==> config.mk <==
export PLATFORM = sky130hd
export DESIGN_NAME = sbp_pipe
export DESIGN_NICKNAME = d
export VERILOG_FILES = /design/src/rtl/sbp_pkg.sv /design/src/rtl/sbp_regfile.sv /design/src/rtl/sbp_exec.sv /design/src/rtl/sbp_pipe.sv
export SDC_FILE = /design/constraint.sdc
export NUM_CORES = 1
export LEC_CHECK = 0
export ABC_AREA = 1
export ABC_CLOCK_PERIOD_IN_PS = 6100
export BUFFER_PORTS_ARGS = -buffer_cell sky130_fd_sc_hd__buf_4
export CAP_MARGIN = 25
export CORE_UTILIZATION = 56
export CTS_BUF_LIST = sky130_fd_sc_hd__clkbuf_16
export CTS_CLUSTER_DIAMETER = 80
export DETAILED_ROUTE_END_ITERATION = 12
export PLACE_DENSITY = 0.77
export SETUP_SLACK_MARGIN = 0.1
export SLEW_MARGIN = 20
export SYNTH_ARGS = -nofsm -noshare
export SYNTH_HDL_FRONTEND = slang
export SYNTH_SLANG_ARGS = --single-unit
==> constraint.sdc <==
create_clock -name clk -period 6.1 [get_ports clk]
set_clock_uncertainty 0.15 [all_clocks]
set_input_delay 0.915 -clock clk [delete_from_list [all_inputs] [get_ports clk]]
set_output_delay 0.915 -clock clk [all_outputs]
set_load 0.01 [all_outputs]
==> src/rtl/sbp_pkg.sv <==
package sbp_pkg;
  parameter int NREG    = 8;
  parameter int DATA_W  = 16;
  parameter int IMM_W   = 8;
  parameter int MAX_LAT = 4;
  localparam int IDX_W  = $clog2(NREG);
  localparam int LAT_W  = $clog2(MAX_LAT);
  localparam int CNT_W  = $clog2(MAX_LAT + 1);

  typedef struct packed {
    logic [IDX_W-1:0] dst;
    logic [IDX_W-1:0] sa;
    logic [IDX_W-1:0] sb;
    logic [IMM_W-1:0] imm;
    logic [LAT_W-1:0] lat;
  } instr_t;
endpackage

==> src/rtl/sbp_regfile.sv <==
module sbp_regfile
  import sbp_pkg::*;
#(
  parameter int NLK = 3
) (
  input  logic              clk,
  input  logic              rst_n,
  input  logic              wr_en,
  input  logic [IDX_W-1:0]  wr_idx,
  input  logic [DATA_W-1:0] wr_data,
  input  logic              clr_en,
  input  logic [IDX_W-1:0]  clr_idx,
  input  logic [IDX_W-1:0]  lk_idx  [NLK],
  output logic              lk_ok   [NLK],
  output logic [DATA_W-1:0] lk_data [NLK],
  input  logic [IDX_W-1:0]  rd_idx,
  output logic [DATA_W-1:0] rd_data,
  output logic              rd_valid,
  output logic [NREG-1:0]   ok_vec
);
  logic [DATA_W-1:0] mem [NREG];

  for (genvar gi = 0; gi < NREG; gi++) begin : g_reg
    if (gi == 0) begin : g_zero
      assign mem[gi]    = '0;
      assign ok_vec[gi] = 1'b1;
    end else begin : g_live
      logic [DATA_W-1:0] val_q;
      logic              ok_q;
      always_ff @(posedge clk) begin
        if (!rst_n) begin
          val_q <= '0;
          ok_q  <= 1'b1;
        end else begin
          if (wr_en && wr_idx == IDX_W'(gi)) begin
            val_q <= wr_data;
            ok_q  <= 1'b1;
          end
          // a younger instruction's clear overrides an older write
          if (clr_en && clr_idx == IDX_W'(gi)) ok_q <= 1'b0;
        end
      end
      assign mem[gi]    = val_q;
      assign ok_vec[gi] = ok_q;
    end
  end

  for (genvar li = 0; li < NLK; li++) begin : g_lk
    logic hit;
    assign hit         = wr_en && (wr_idx == lk_idx[li]) && (lk_idx[li] != '0);
    assign lk_ok[li]   = ok_vec[lk_idx[li]] || hit;
    assign lk_data[li] = hit ? wr_data : mem[lk_idx[li]];
  end

  assign rd_data  = mem[rd_idx];
  assign rd_valid = ok_vec[rd_idx];
endmodule

==> src/rtl/sbp_exec.sv <==
module sbp_exec
  import sbp_pkg::*;
(
  input  logic              clk,
  input  logic              rst_n,
  input  logic              go,
  input  logic [IDX_W-1:0]  dst,
  input  logic [DATA_W-1:0] opa,
  input  logic [DATA_W-1:0] opb,
  input  logic [IMM_W-1:0]  imm,
  input  logic [LAT_W-1:0]  lat,
  output logic              free,
  output logic              done,
  output logic [IDX_W-1:0]  done_dst,
  output logic [DATA_W-1:0] done_data
);
  logic              vld_q;
  logic [CNT_W-1:0]  rem_q;
  logic [IDX_W-1:0]  dst_q;
  logic [DATA_W-1:0] res_q;

  always_ff @(posedge clk) begin
    if (!rst_n) begin
      vld_q <= 1'b0;
      rem_q <= '0;
      dst_q <= '0;
      res_q <= '0;
    end else if (go) begin
      vld_q <= 1'b1;
      rem_q <= CNT_W'(lat) + CNT_W'(1);
      dst_q <= dst;
      res_q <= opa + opb + DATA_W'(imm);
    end else if (done) begin
      vld_q <= 1'b0;
    end else if (vld_q) begin
      rem_q <= rem_q - CNT_W'(1);
    end
  end

  assign done      = vld_q && (rem_q == CNT_W'(1));
  assign free      = !vld_q || done;
  assign done_dst  = dst_q;
  assign done_data = res_q;
endmodule

==> src/rtl/sbp_pipe.sv <==
module sbp_pipe
  import sbp_pkg::*;
(
  input  logic              clk,
  input  logic              rst_n,
  input  logic              in_valid,
  output logic              in_ready,
  input  logic [IDX_W-1:0]  in_dst,
  input  logic [IDX_W-1:0]  in_src_a,
  input  logic [IDX_W-1:0]  in_src_b,
  input  logic [IMM_W-1:0]  in_imm,
  input  logic [LAT_W-1:0]  in_lat,
  output logic              wb_valid,
  output logic [IDX_W-1:0]  wb_idx,
  output logic [DATA_W-1:0] wb_data,
  input  logic [IDX_W-1:0]  rd_idx,
  output logic [DATA_W-1:0] rd_data,
  output logic              rd_valid
);
  localparam int NLK = 3;

  logic              f_vld, d_vld, f_go, d_go;
  instr_t            f_ins, d_ins;
  logic              w_vld;
  logic [IDX_W-1:0]  w_dst;
  logic [DATA_W-1:0] w_data;
  logic              e_free, e_done;
  logic [IDX_W-1:0]  e_dst;
  logic [DATA_W-1:0] e_data;
  logic [IDX_W-1:0]  lk_idx  [NLK];
  logic              lk_ok   [NLK];
  logic [DATA_W-1:0] lk_data [NLK];
  logic [NREG-1:0]   sb_ok;
  logic              all_ok;

  assign lk_idx[0] = d_ins.sa;
  assign lk_idx[1] = d_ins.sb;
  assign lk_idx[2] = d_ins.dst;

  always_comb begin
    all_ok = 1'b1;
    for (int i = 0; i < NLK; i++) all_ok = all_ok && lk_ok[i];
  end

  assign d_go     = d_vld && all_ok && e_free;
  assign f_go     = f_vld && (!d_vld || d_go);
  assign in_ready = !f_vld || f_go;

  always_ff @(posedge clk) begin
    if (!rst_n) begin
      f_vld <= 1'b0;
      f_ins <= '0;
    end else if (in_valid && in_ready) begin
      f_vld <= 1'b1;
      f_ins <= '{dst: in_dst, sa: in_src_a, sb: in_src_b, imm: in_imm, lat: in_lat};
    end else if (f_go) begin
      f_vld <= 1'b0;
    end
  end

  always_ff @(posedge clk) begin
    if (!rst_n) begin
      d_vld <= 1'b0;
      d_ins <= '0;
    end else if (f_go) begin
      d_vld <= 1'b1;
      d_ins <= f_ins;
    end else if (d_go) begin
      d_vld <= 1'b0;
    end
  end

  always_ff @(posedge clk) begin
    if (!rst_n) begin
      w_vld  <= 1'b0;
      w_dst  <= '0;
      w_data <= '0;
    end else begin
      w_vld <= e_done;
      if (e_done) begin
        w_dst  <= e_dst;
        w_data <= e_data;
      end
    end
  end

  sbp_exec exec_i (
    .clk(clk), .rst_n(rst_n), .go(d_go), .dst(d_ins.dst),
    .opa(lk_data[0]), .opb(lk_data[1]), .imm(d_ins.imm), .lat(d_ins.lat),
    .free(e_free), .done(e_done), .done_dst(e_dst), .done_data(e_data)
  );

  sbp_regfile #(.NLK(NLK)) rf_i (
    .clk(clk), .rst_n(rst_n),
    .wr_en(w_vld), .wr_idx(w_dst), .wr_data(w_data),
    .clr_en(d_go && d_ins.dst != '0), .clr_idx(d_ins.dst),
    .lk_idx(lk_idx), .lk_ok(lk_ok), .lk_data(lk_data),
    .rd_idx(rd_idx), .rd_data(rd_data), .rd_valid(rd_valid),
    .ok_vec(sb_ok)
  );

  assign wb_valid = w_vld;
  assign wb_idx   = w_dst;
  assign wb_data  = w_data;
endmodule

---- Word-level counts from Yosys, hierarchy flattened ----
Index checks and enable logic that the tools add are counted.
word-level totals
  flip-flop bits (word level) ............. 202
  latch bits .............................. 0
  memory bits (writable) .................. 0
  bits in read-only memories .............. 0
  input bits .............................. 25
  output and inout port bits .............. 38
  word-level logic and storage cells ...... 160
  memories ................................ 0
cells by class
  $add $sub $neg .......................... 4
  multipliers ............................. 0
  div/mod/pow operators ................... 0
  order comparisons ....................... 7
  equal/unequal tests ..................... 19
  shift-type cells ........................ 0
  multiplexer cells ....................... 42
  bitwise logic cells ..................... 3
  reduce and logical (&&, ||, !) cells .... 52
operators by type and width
  cell                   number
  $bmux W16 S3           3
  $mux W16               8
  $logic_and A1 B1 Y1    28
  $eq A3 B3 Y1 const B   8
  $mux W1                24
  $reduce_bool A2 Y1     11
  $add A16 B16 Y16       1
  $add A16 B8 Y16        1
  $lt A3 B4 Y1 const B   4
  $bmux W1 S3            4
  $eq A3 B2 Y1 const B   4
  $ge A4 B4 Y1 const B   3
  $not A3 Y4             3
  $eq A3 B1 Y1 const B   3
  $eq A3 B3 Y1           3
  $mux W3                3
  $reduce_bool A3 Y1     3
  $logic_or A1 B1 Y1     6
  $add A2 B1 Y3 const B  1
  $logic_not A1 Y1       3
  $sub A3 B1 Y3 const B  1
  $ne A2 B2 Y1 const B   1
  $reduce_and A2 Y1      1

---- Logic depth before layout (Yosys ltp) ----
Gate-level depths: netlist of the first run.
  depth after elaboration ................. 13
  gate-level depth with buffers ........... 24
  depth with buffers taken out ............ 22

---- Hierarchy ----
A second synthesis of the first run with hierarchy kept.
unflattened totals
  cells, all modules ...................... 2311
  area total of the unflattened synthesis .. 13987.2 um^2
by module, submodules not included
  module       instances  cells an instance  area each (um^2)  seq. area each (um^2)
  sbp_regfile  1          1673               9579.2            2382.3
  sbp_pipe     1          311                2293.4            1201.2
  sbp_exec     1          327                2114.5            460.4

---- Worst setup path before layout of the first run ----
No wires, ideal clock.
  path kind ............................... flip-flop to flip-flop
  from .................................... register d_ins[13] in the netlist's numbering
  to ...................................... register exec_i.res_q[15], in the netlist exec_i.done_data[15]
  library setup time ...................... 0.109 ns
  arrival time ............................ 3.731 ns
  required time ........................... 5.841 ns
  slack ................................... 2.110 ns
  stages on the path, launching flop included .. 21
  path buffers ............................ 3
  clock period less this slack ............ 3.990 ns
  cell sequence ........................... dfxtp_1 buf_4 clkbuf_1 clkbuf_1 a21oi_1 o21ai_0 o211ai_1 nand3_1 o21ai_0 fa_1 ha_1 inv_1 fa_1 o21ai_0 a21boi_0 o21ai_0 inv_1 nand3_1 nand3_1 nand2_1 inv_1
between the ends
  cells in the longest elaborated chain, start to end .. 8
  elaborated cells on any way between the ends .. 18
  those cells by class .................... 2 x add/sub; 1 x eq/ne; 6 x mux; 1 x bitwise; 8 x reduce/logical
ends and longest elaborated chain
  item                                                                      line            text
  from (decl)                                                               sbp_pipe.sv:23  instr_t f_ins, d_ins;
  from (signal assigned)                                                    sbp_pipe.sv:67  d_ins <= f_ins;
  parallel branches: the longest is 8 deep, another holds $add A16 B16 Y16  -
  to (signal assigned)                                                      sbp_exec.sv:32  res_q <= opa + opb + DATA_W'(imm);
  to (decl)                                                                 sbp_exec.sv:20  logic [DATA_W-1:0] res_q;
Several ways; the timed one is not identified. The select of a mux whose other input is x is not followed.
A chain may end at the register's enable or synchronous reset.

---- Final worst setup path of the first run ----
  from .................................... register d_ins[14] in the netlist's numbering
  to ...................................... register exec_i.res_q[15], in the netlist exec_i.done_data[15]
The elaborated chain is that of the path after synthesis.

==> impl_summary.md, run 1 <==
Outcome
The run finished with clean final reports.

STA
The worst pin sits at a relative slew slack of 0.3322. For this run, the top clock speed supported by timing is 201.9 MHz. At the pin with the least slew margin, the transition time is between 1 and 1.5 ns. Setup repair after global routing left no endpoint under its margin. The count of final hold-check violations is 0. The final-report max-slew violation count came to 0. Of the available clock period, the critical path in the final layout requires 0.8119. The setup TNS is 0 ns. The final period demand of the worst path is 4.953 ns. The total of endpoints with negative setup slack in the final report is 0.

Logic synthesis
Among all cell types in the netlist, the one instantiated most often is sky130_fd_sc_hd__o21ai_0. The total number of yosys warnings is 0. Synthesis handed over a netlist of ~1700 instances. Of all cell types, the one taking the most synthesized area is sky130_fd_sc_hd__dfxtp_1.

The dominant synthesized flop cell is sky130_fd_sc_hd__dfxtp_1. The post-synthesis cell type count is 42. In the synthesized netlist the async set-or-reset flop fraction comes to 0. The synthesized design contains 0 enable-type register cells. The commonest cells after synthesis are 330 x sky130_fd_sc_hd__o21ai_0, 281 x sky130_fd_sc_hd__a21oi_1, 202 x sky130_fd_sc_hd__dfxtp_1, 144 x sky130_fd_sc_hd__inv_1, 137 x sky130_fd_sc_hd__nand2_1. Yosys attributes the largest share of cell area to sky130_fd_sc_hd__dfxtp_1 35%, sky130_fd_sc_hd__o21ai_0 14%, sky130_fd_sc_hd__a21oi_1 12%. The per-instance average area after synthesis is 6.861 sq um. The total of flip-flops plus latches after synthesis is 202. Synthesis produced a netlist with a net count of between 1500 and 2000. Of the synthesized area, sequential elements account for 0.3496. In this run the cell area of the synthesized design comes to roughly 12000 sq um. The share of synthesized area in the top cell type comes to 0.3496.

Hold path
The worst hold path passes through 2 cells. In this run the most critical hold path is launched from d_ins[7]. In this run the worst hold path is classified as reg -> reg.

The path with the worst hold slack has its endpoint at d_ins[7].

Setup path
For this design, the slowest cell found on the critical path is sky130_fd_sc_hd__fa_1. In this run the worst path has a maximum fanout of 33. For the worst flop-to-flop path, the logic depth is 20. The maximum single-stage delay on the critical path is between 0.5 and 0.6 ns.

The endpoint of the most critical register-to-register path is exec_i.done_data[15]. The kind of critical path is reg -> reg. In this run the critical register-to-register path is launched from d_ins[14]. The arrival time of the worst setup path is between 5 and 6 ns. The register-to-register setup slack is 1.15 ns. The worst setup path is captured at a register. At the worst endpoint, the required time is 6.39 ns. The critical path goes through buf_4 > inv_2 > nand2_1 > nand2_2 > nor2_4 > nand3_4 > nand3_1 > o21ai_0 > fa_1 > ha_1 > inv_1 > fa_1 > o21ai_0 > a21boi_0 > o21ai_0 > inv_1 > nand3_1 > nand3_1 > nand2_1 > inv_1. The critical path launch point type is a register.

Clock network
For the worst-skew pair, the clock arrives at the later sink with an insertion delay of 0.54 ns. The maximum clock path buffer count is 3. For this design, the CTS-stage hold fixing added 0 buffers. The total CTS buffers is 24. The number of setup buffers added after CTS is 0. The clock edge transition at the registers on the reported setup and hold paths is approximately 0.060 ns.

The tree is rooted in a sky130_fd_sc_hd__clkbuf_16. The CTS tree is done. Counting every sink on the clock net gives around 200. The total of cells resized after clock tree synthesis is 0. In this run the number of H-tree levels came out at 1.

GRT
The number of global-route vias before repair is roughly 11000. The first global-routing pass estimated 58040 microns of wire. The overall routing resource usage is 0.3388.

Global routing finished with a remaining overflow of 0. The maximum number of pins on one net before global-route repair is 84. The number of antenna violations at the first check in global routing came to 0.

Pwr
The worst-case IR drop observed on VDD is 203.6 uV. Summed over all cells, the static leakage comes to ~4.9 nW. The total power divided by cell area is ~250 nW/um^2.

Final layout
The filler cell count in the final layout is between 1500 and 2000. The number of antenna diodes in the final layout is 0. The area growth from synthesis to layout is 9.530%. The share of cells above drive strength 1 is 0.09037. For this run, the share of the core covered by cells in the final layout is 0.6261. The final layout contains ~1700 nets.

Die
Measured along the x axis, the die boundary spans about 150 microns. The die is 145.7 microns tall. Pin placement for this block handled 63 I/O pins. The total area inside the core boundary comes to just over 20000 sq um. The die outline area is 21230 sq um.

For this configuration, the core starts out at a cell density of 0.5717. In this run the core area contains 52 standard-cell rows.

Drt
The total detailed-routing wirelength is ~37000 microns. After detailed routing, the number of remaining DRC violations is 0. The antenna violation net count after detailed routing is 0. The total vias in the final route is approximately 12000. The number of design-rule violations left by the first detailed-router iteration is 1275. The mean number of vias per cell is 6.166. The length of the first detailed-routing pass in iterations is 7. After detailed routing, the average wire length per cell comes to between 15 and 20 microns.

Placed design
The number of input and output port buffers inserted is just over 60. The congestion estimate from routability-driven global placement came to about 0.97. The detailed placement HPWL is 23890 microns.

Flow run
The tool flagged a number of max-cap violations equal to 0.
[cell type report]
type	count	area (sq um)	share of cell area
Inverter	169	634.4	0.05007
Sequential cell	202	4046	0.3194
Clock inverter	17	146.4	0.01155
Tap cell	270	337.8	0.02666
Timing Repair Buffer	84	638.1	0.05037
Clock buffer	24	600.6	0.04740
Multi-Input combinational cell	1175	6266	0.4946
[metrics by stage]
| step | instances | worst slack [ns] | cell area, sq um | power (mW) | hold slack (ns) |
|---|---|---|---|---|---|
| floorplan | 1686 | 2.110 | 11570 | 1.656 | 0.2892 |
| global placement | 1899 | 1.395 | 11910 | 1.749 | 0.3038 |
| detailed placement | 1900 | 1.251 | 11920 | 1.757 | 0.3135 |
| CTS | 1941 | 1.251 | 12670 | 3.120 | 0.3225 |
| global route | 1941 | 0.7768 | 12670 | 3.216 | 0.3370 |
| finish | 1941 | 1.147 | 12670 | 3.116 | 0.3218 |
[layer usage]
metal / global-route usage / wire length (microns) / vias up / part of all wire
li1: - / - / 5757 / -
met1: 0.4693 / 15790 / 5495 / 0.43
met2: 0.5177 / 15980 / 628 / 0.43
met3: 0.07680 / 3840 / 89 / 0.10
met4: 0.1174 / 1159 / 0 / 0.032
met5: 0 / 0 / - / 0
[layout by cell type, fill, tap and decap left out, drive strengths merged, types with 2 or more instances in the layout]
cell type	count
o21ai	336
a21oi	282
dfxtp	202
inv	155
nand2	142
nor2	134
nand3	107
buf	84
o211ai	30
clkinv	28
a31oi	26
ha	24
clkbuf	24
o221ai	20
a211oi	16
nor3	14
fa	9
xnor2	7
o22ai	6
nand4	6
xor2	6
a21boi	2
o21bai	2
bufinv	2
[cells by family after synthesis]
family	Yosys count	synth area share
flip-flops	202	0.3496
XOR/XNOR	13	0.009843
AND/OR/NAND/NOR	404	0.1523
adder cells (fa/ha/maj)	33	0.04154
buffers and inverters	309	0.1104
AO/OA/AOI/OAI	725	0.3363
[report_power, final]
| part | switching, mW | internal [mW] | total [mW] |
|---|---|---|---|
| clock | 0.577 | 0.800 | 1.38 |
| combinational | 0.239 | 0.119 | 0.357 |
| sequential | 0.0257 | 1.36 | 1.38 |
[sequential cells by signal, indices dropped and copies added (netlist names)]
register / cells
wb_valid: 1
d_ins: 19
d_vld: 1
exec_i.done_data: 16
f_ins: 19
rf_i.g.g_live.ok_q: 7
exec_i.done_dst: 3
rf_i.g.g_live.val_q: 112
exec_i.rem_q: 3
exec_i.vld_q: 1
f_vld: 1
wb_idx: 3
wb_data: 16
[worst max-delay path by stage]
stage | endpoint | cells past startpoint | slack (ns) | startpoint
global route | exec_i.done_data[15] | 20 | 0.78 | d_ins[14]
detailed placement | exec_i.done_data[15] | 20 | 1.25 | d_ins[14]
global placement | exec_i.done_data[15] | 20 | 1.40 | d_ins[14]
CTS | exec_i.done_data[15] | 20 | 1.25 | d_ins[14]
finish | exec_i.done_data[15] | 20 | 1.15 | d_ins[14]
floorplan | exec_i.done_data[15] | 20 | 2.11 | d_ins[13]
[critical path: cells and delay by family, from the launching register on]
| kind | cells | cell delay [ns] |
|---|---|---|
| compound gates | 4 | 1.21 |
| fa+ha+maj | 3 | 1.16 |
| buf+inv | 5 | 0.85 |
| flops | 1 | 0.31 |
| simple gates | 8 | 1.14 |
No activity file was read; power rests on OpenSTA's default activity.
==> run 2, diff against run 1 <==
--- a/config.mk
+++ b/config.mk
@@ -6,14 +6,14 @@
 export NUM_CORES = 1
 export LEC_CHECK = 0
 export ABC_AREA = 1
-export ABC_CLOCK_PERIOD_IN_PS = 6100
+export ABC_CLOCK_PERIOD_IN_PS = 4019
 export BUFFER_PORTS_ARGS = -buffer_cell sky130_fd_sc_hd__buf_4
 export CAP_MARGIN = 25
 export CORE_UTILIZATION = 56
 export CTS_BUF_LIST = sky130_fd_sc_hd__clkbuf_16
 export CTS_CLUSTER_DIAMETER = 80
 export DETAILED_ROUTE_END_ITERATION = 12
-export PLACE_DENSITY = 0.77
+export PLACE_DENSITY = 0.8
 export SETUP_SLACK_MARGIN = 0.1
 export SLEW_MARGIN = 20
 export SYNTH_ARGS = -nofsm -noshare
==> constraint.sdc (replaced) <==
create_clock -name clk -period 4.02 [get_ports clk]
set_clock_uncertainty 0.15 [all_clocks]
set_input_delay 0.603 -clock clk [delete_from_list [all_inputs] [get_ports clk]]
set_output_delay 0.603 -clock clk [all_outputs]
set_load 0.01 [all_outputs]
==> run 2 against run 1 <==
Effect of this change: combinational power grew 54%; sequential share of layout area decreased by 0.41 points; clock power is 46% higher; utilization up 0.87 points; critical endpoint is now exec_i.done_data[11]; largest power group unchanged; sequential cell count stayed put.
==> impl_summary.md, run 2 (synthesis results as in run 1) <==
Setup path
The kind of cell adding the most delay to the critical path is adder cells. The maximum single-stage delay on the critical path is 0.57 ns (+0.04 ns). The startpoint of the most critical register-to-register path is wb_idx[1]. The largest individual stage delay along the critical path comes from the cell sky130_fd_sc_hd__fa_1. The register-to-register setup slack came to 0.27 ns (-0.88 ns). In this run the worst setup path begins at wb_idx[1].

The number of buffer and inverter instances along the worst setup path is 2 (-3). The endpoint of the most critical register-to-register path is exec_i.done_data[11]. The cell count of the worst reg-to-reg path was 16 (-20%). STA classifies the critical path startpoint as a register. Traced cell by cell, the critical path runs through inv_2 > nand2_2 > nand2_2 > nor2_4 > nand3_4 > nand3_1 > o21ai_0 > fa_1 > ha_1 > inv_1 > fa_1 > o21ai_1 > a21boi_1 > o31ai_1 > xor2_1 > a21oi_1. The setup path with the least slack is of type reg -> reg. The peak fanout along the critical path is 13 (-61%). The data required time at the worst endpoint is 4.24 ns (-2.15 ns). STA classifies the critical path endpoint as a register. The arrival time of the worst setup path is 3.97 ns (-1.27 ns).

GRT
The overall routing resource usage was 0.3399 (+0.001086). The wire length of the first global-routing pass is 58150 microns (+0.19%). The number of global-route vias before repair came to 10810 (-0.35%). The maximum number of pins on one net before global-route repair is 96 (+14%). The total grt overflow is 0 (unchanged). The number of antenna violations at the first check in global routing is 0 (unchanged).

Outcome
The flow ran to the end, and the final reports show no timing, DRC or antenna violations.

Final layout
The number of inserted diodes is 0 (unchanged). The top cell types in the final layout, fill and taps aside, are 329 x sky130_fd_sc_hd__o21ai_0, 281 x sky130_fd_sc_hd__a21oi_1, 197 x sky130_fd_sc_hd__dfxtp_1. The final net count is 1731 (+0.99%). The filler cell count in the final layout came to 1820 (-3.2%).

The register with the most flip-flops in the final layout is rf_i.g.g_live.val_q. Relative to the synthesized area, the layout overhead comes to 11.05%. The share of cells above drive strength 1 was 0.09947 (+0.009102). The number of flip-flops in the largest register is 112 (unchanged). In the final layout, the registers with the most flip-flops are rf_i.g.g_live.val_q (112), d_ins (19), f_ins (19). The library cell used most frequently in the layout, excluding fill and tap cells, is sky130_fd_sc_hd__o21ai_0.

Drt
The remaining design rule violation count is 0 (unchanged). The total detailed-routing wirelength came to 36970 microns (+0.54%). The total vias in the final route is 12210 (+2.0%). The antenna violation net count after detailed routing is 0 (unchanged).

The number of design-rule violations left by the first detailed-router iteration is 1460 (+15%). The length of the first detailed-routing pass in iterations came to 8 (+1). The post-detailed-route wirelength per cell was 18.87 microns (-0.38%). The mean number of vias per cell is 6.232 (+1.1%).

STA
The final clock period utilization by the worst path was 0.9324 (+0.1205). The upper clock frequency limit is 266.8 MHz (+32%). The setup TNS is 0 ns (unchanged). The worst hold slack after final layout is 0.2542 ns (-0.06758 ns). The final-report max-slew violation count is 0 (unchanged). The worst relative slew slack is 0.3295 (-0.002635).

The count of final hold-check violations is 0 (unchanged). The total of endpoints with negative setup slack in the final report is 0 (unchanged). The final period demand of the worst path is 3.748 ns (-1.205 ns). Setup repair after global routing could not meet its margin everywhere. The measured slew at the worst slew-check pin was 1.005 ns (+0.003947 ns).

Pwr
The standby leakage power is 4.961 nW (+1.5%). The total power divided by cell area was 363.4 nW/um^2 (+48%). The highest ir drop seen on vdd is 251.9 uV (+24%).

Clock network
The number of clock sinks came to 202 (unchanged). The maximum clock path buffer count is 3 (unchanged). The total CTS buffers is 23 (-4.2%).

The number of levels the H-tree was split into was 1 (unchanged). TritonCTS built the clock tree. In this run the clock root is driven by a sky130_fd_sc_hd__clkbuf_16. The clock edge transition at the registers on the reported setup and hold paths was 0.06 ns (about the same). The clock insertion delay at the later pin of the skew report came to 0.51 ns (-0.03 ns).

Die
The starting density of the core is 0.5717 (unchanged). The count of boundary I/O pins is 63 (unchanged). The die width was 145.7 microns (unchanged). The die height is 145.7 microns (unchanged). The die outline area is 21230 sq um (unchanged). The core region area is 20230 sq um (unchanged). The placement row count is 52 (unchanged).

Hold path
For hold timing, the worst endpoint is f_ins[17]. The startpoint of the tightest hold check path is in_dst[1]. The tightest min-delay check is of the in -> reg type. The number of stages on the worst hold path was 5 (+3).

Placed design
The number of input and output port buffers inserted is 62 (unchanged). The detailed placement HPWL is 24410 microns (+2.2%). The global placer's final weighted congestion is 1.036 (+6.4%).

Flow run
The number of max-capacitance violations reported is 0 (unchanged).
run 2: cell type report:
class                           count  area [sq um]  area share
Timing Repair Buffer              102         830.8     0.06467
Tap cell                          270         337.8     0.02630
Sequential cell                   202          4050      0.3153
Clock buffer                       23         575.6     0.04480
Multi-Input combinational cell   1175          6282      0.4890
Clock inverter                     18         135.1     0.01052
Inverter                          169         634.4     0.04938
run 2: what timing repair did:
item                       CTS  global route
buffers inserted             0             4
hold buffers                 0             0
gates resized for setup      0             9
setup endpoints to repair    0             7
run 2: power breakdown:
part           internal (mW)  switching (mW)  total (mW)
clock                   1.16           0.854        2.02
sequential              2.06          0.0414        2.10
combinational          0.189           0.362       0.551
total                   3.41            1.26        4.67
run 2: metrics by stage:
stage	util	cell area, sq um	worst slack, ns	std cells	power (mW)
after global routing	0.6349	12850	0.07697	1959	4.808
after CTS	0.6318	12780	0.1756	1954	4.660
final	0.6349	12850	0.2719	1959	4.668
after floorplan	-	11570	0.1551	1686	2.512
after global placement	0.5966	12070	0.2212	1913	2.665
after detailed placement	0.5966	12070	0.1982	1913	2.674
run 2: worst min-delay path, delay by kind of cell:
| family | cells | cell delay, ns |
|---|---|---|
| AND/OR/NAND/NOR | 3 | 0.18 |
| buffers and inverters | 2 | 0.10 |
run 2: per-layer routing:
metal / global-route usage / vias to the layer above / part of all wire
met2: 0.5031 / 742 / 0.42
met4: 0.1295 / 0 / 0.034
met3: 0.06928 / 103 / 0.12
met1: 0.4848 / 5565 / 0.42
li1: - / 5798 / -
met5: 0 / - / 0
run 2: worst max-delay path by stage:
stage                                      end  slack [ns]  cells past startpoint
after detailed placement  exec_i.done_data[15]        0.20                     19
final                     exec_i.done_data[11]        0.27                     16
after global placement    exec_i.done_data[15]        0.22                     19
after floorplan           exec_i.done_data[15]        0.16                     20
after global routing      exec_i.done_data[15]        0.08                     19
after CTS                 exec_i.done_data[15]        0.18                     19
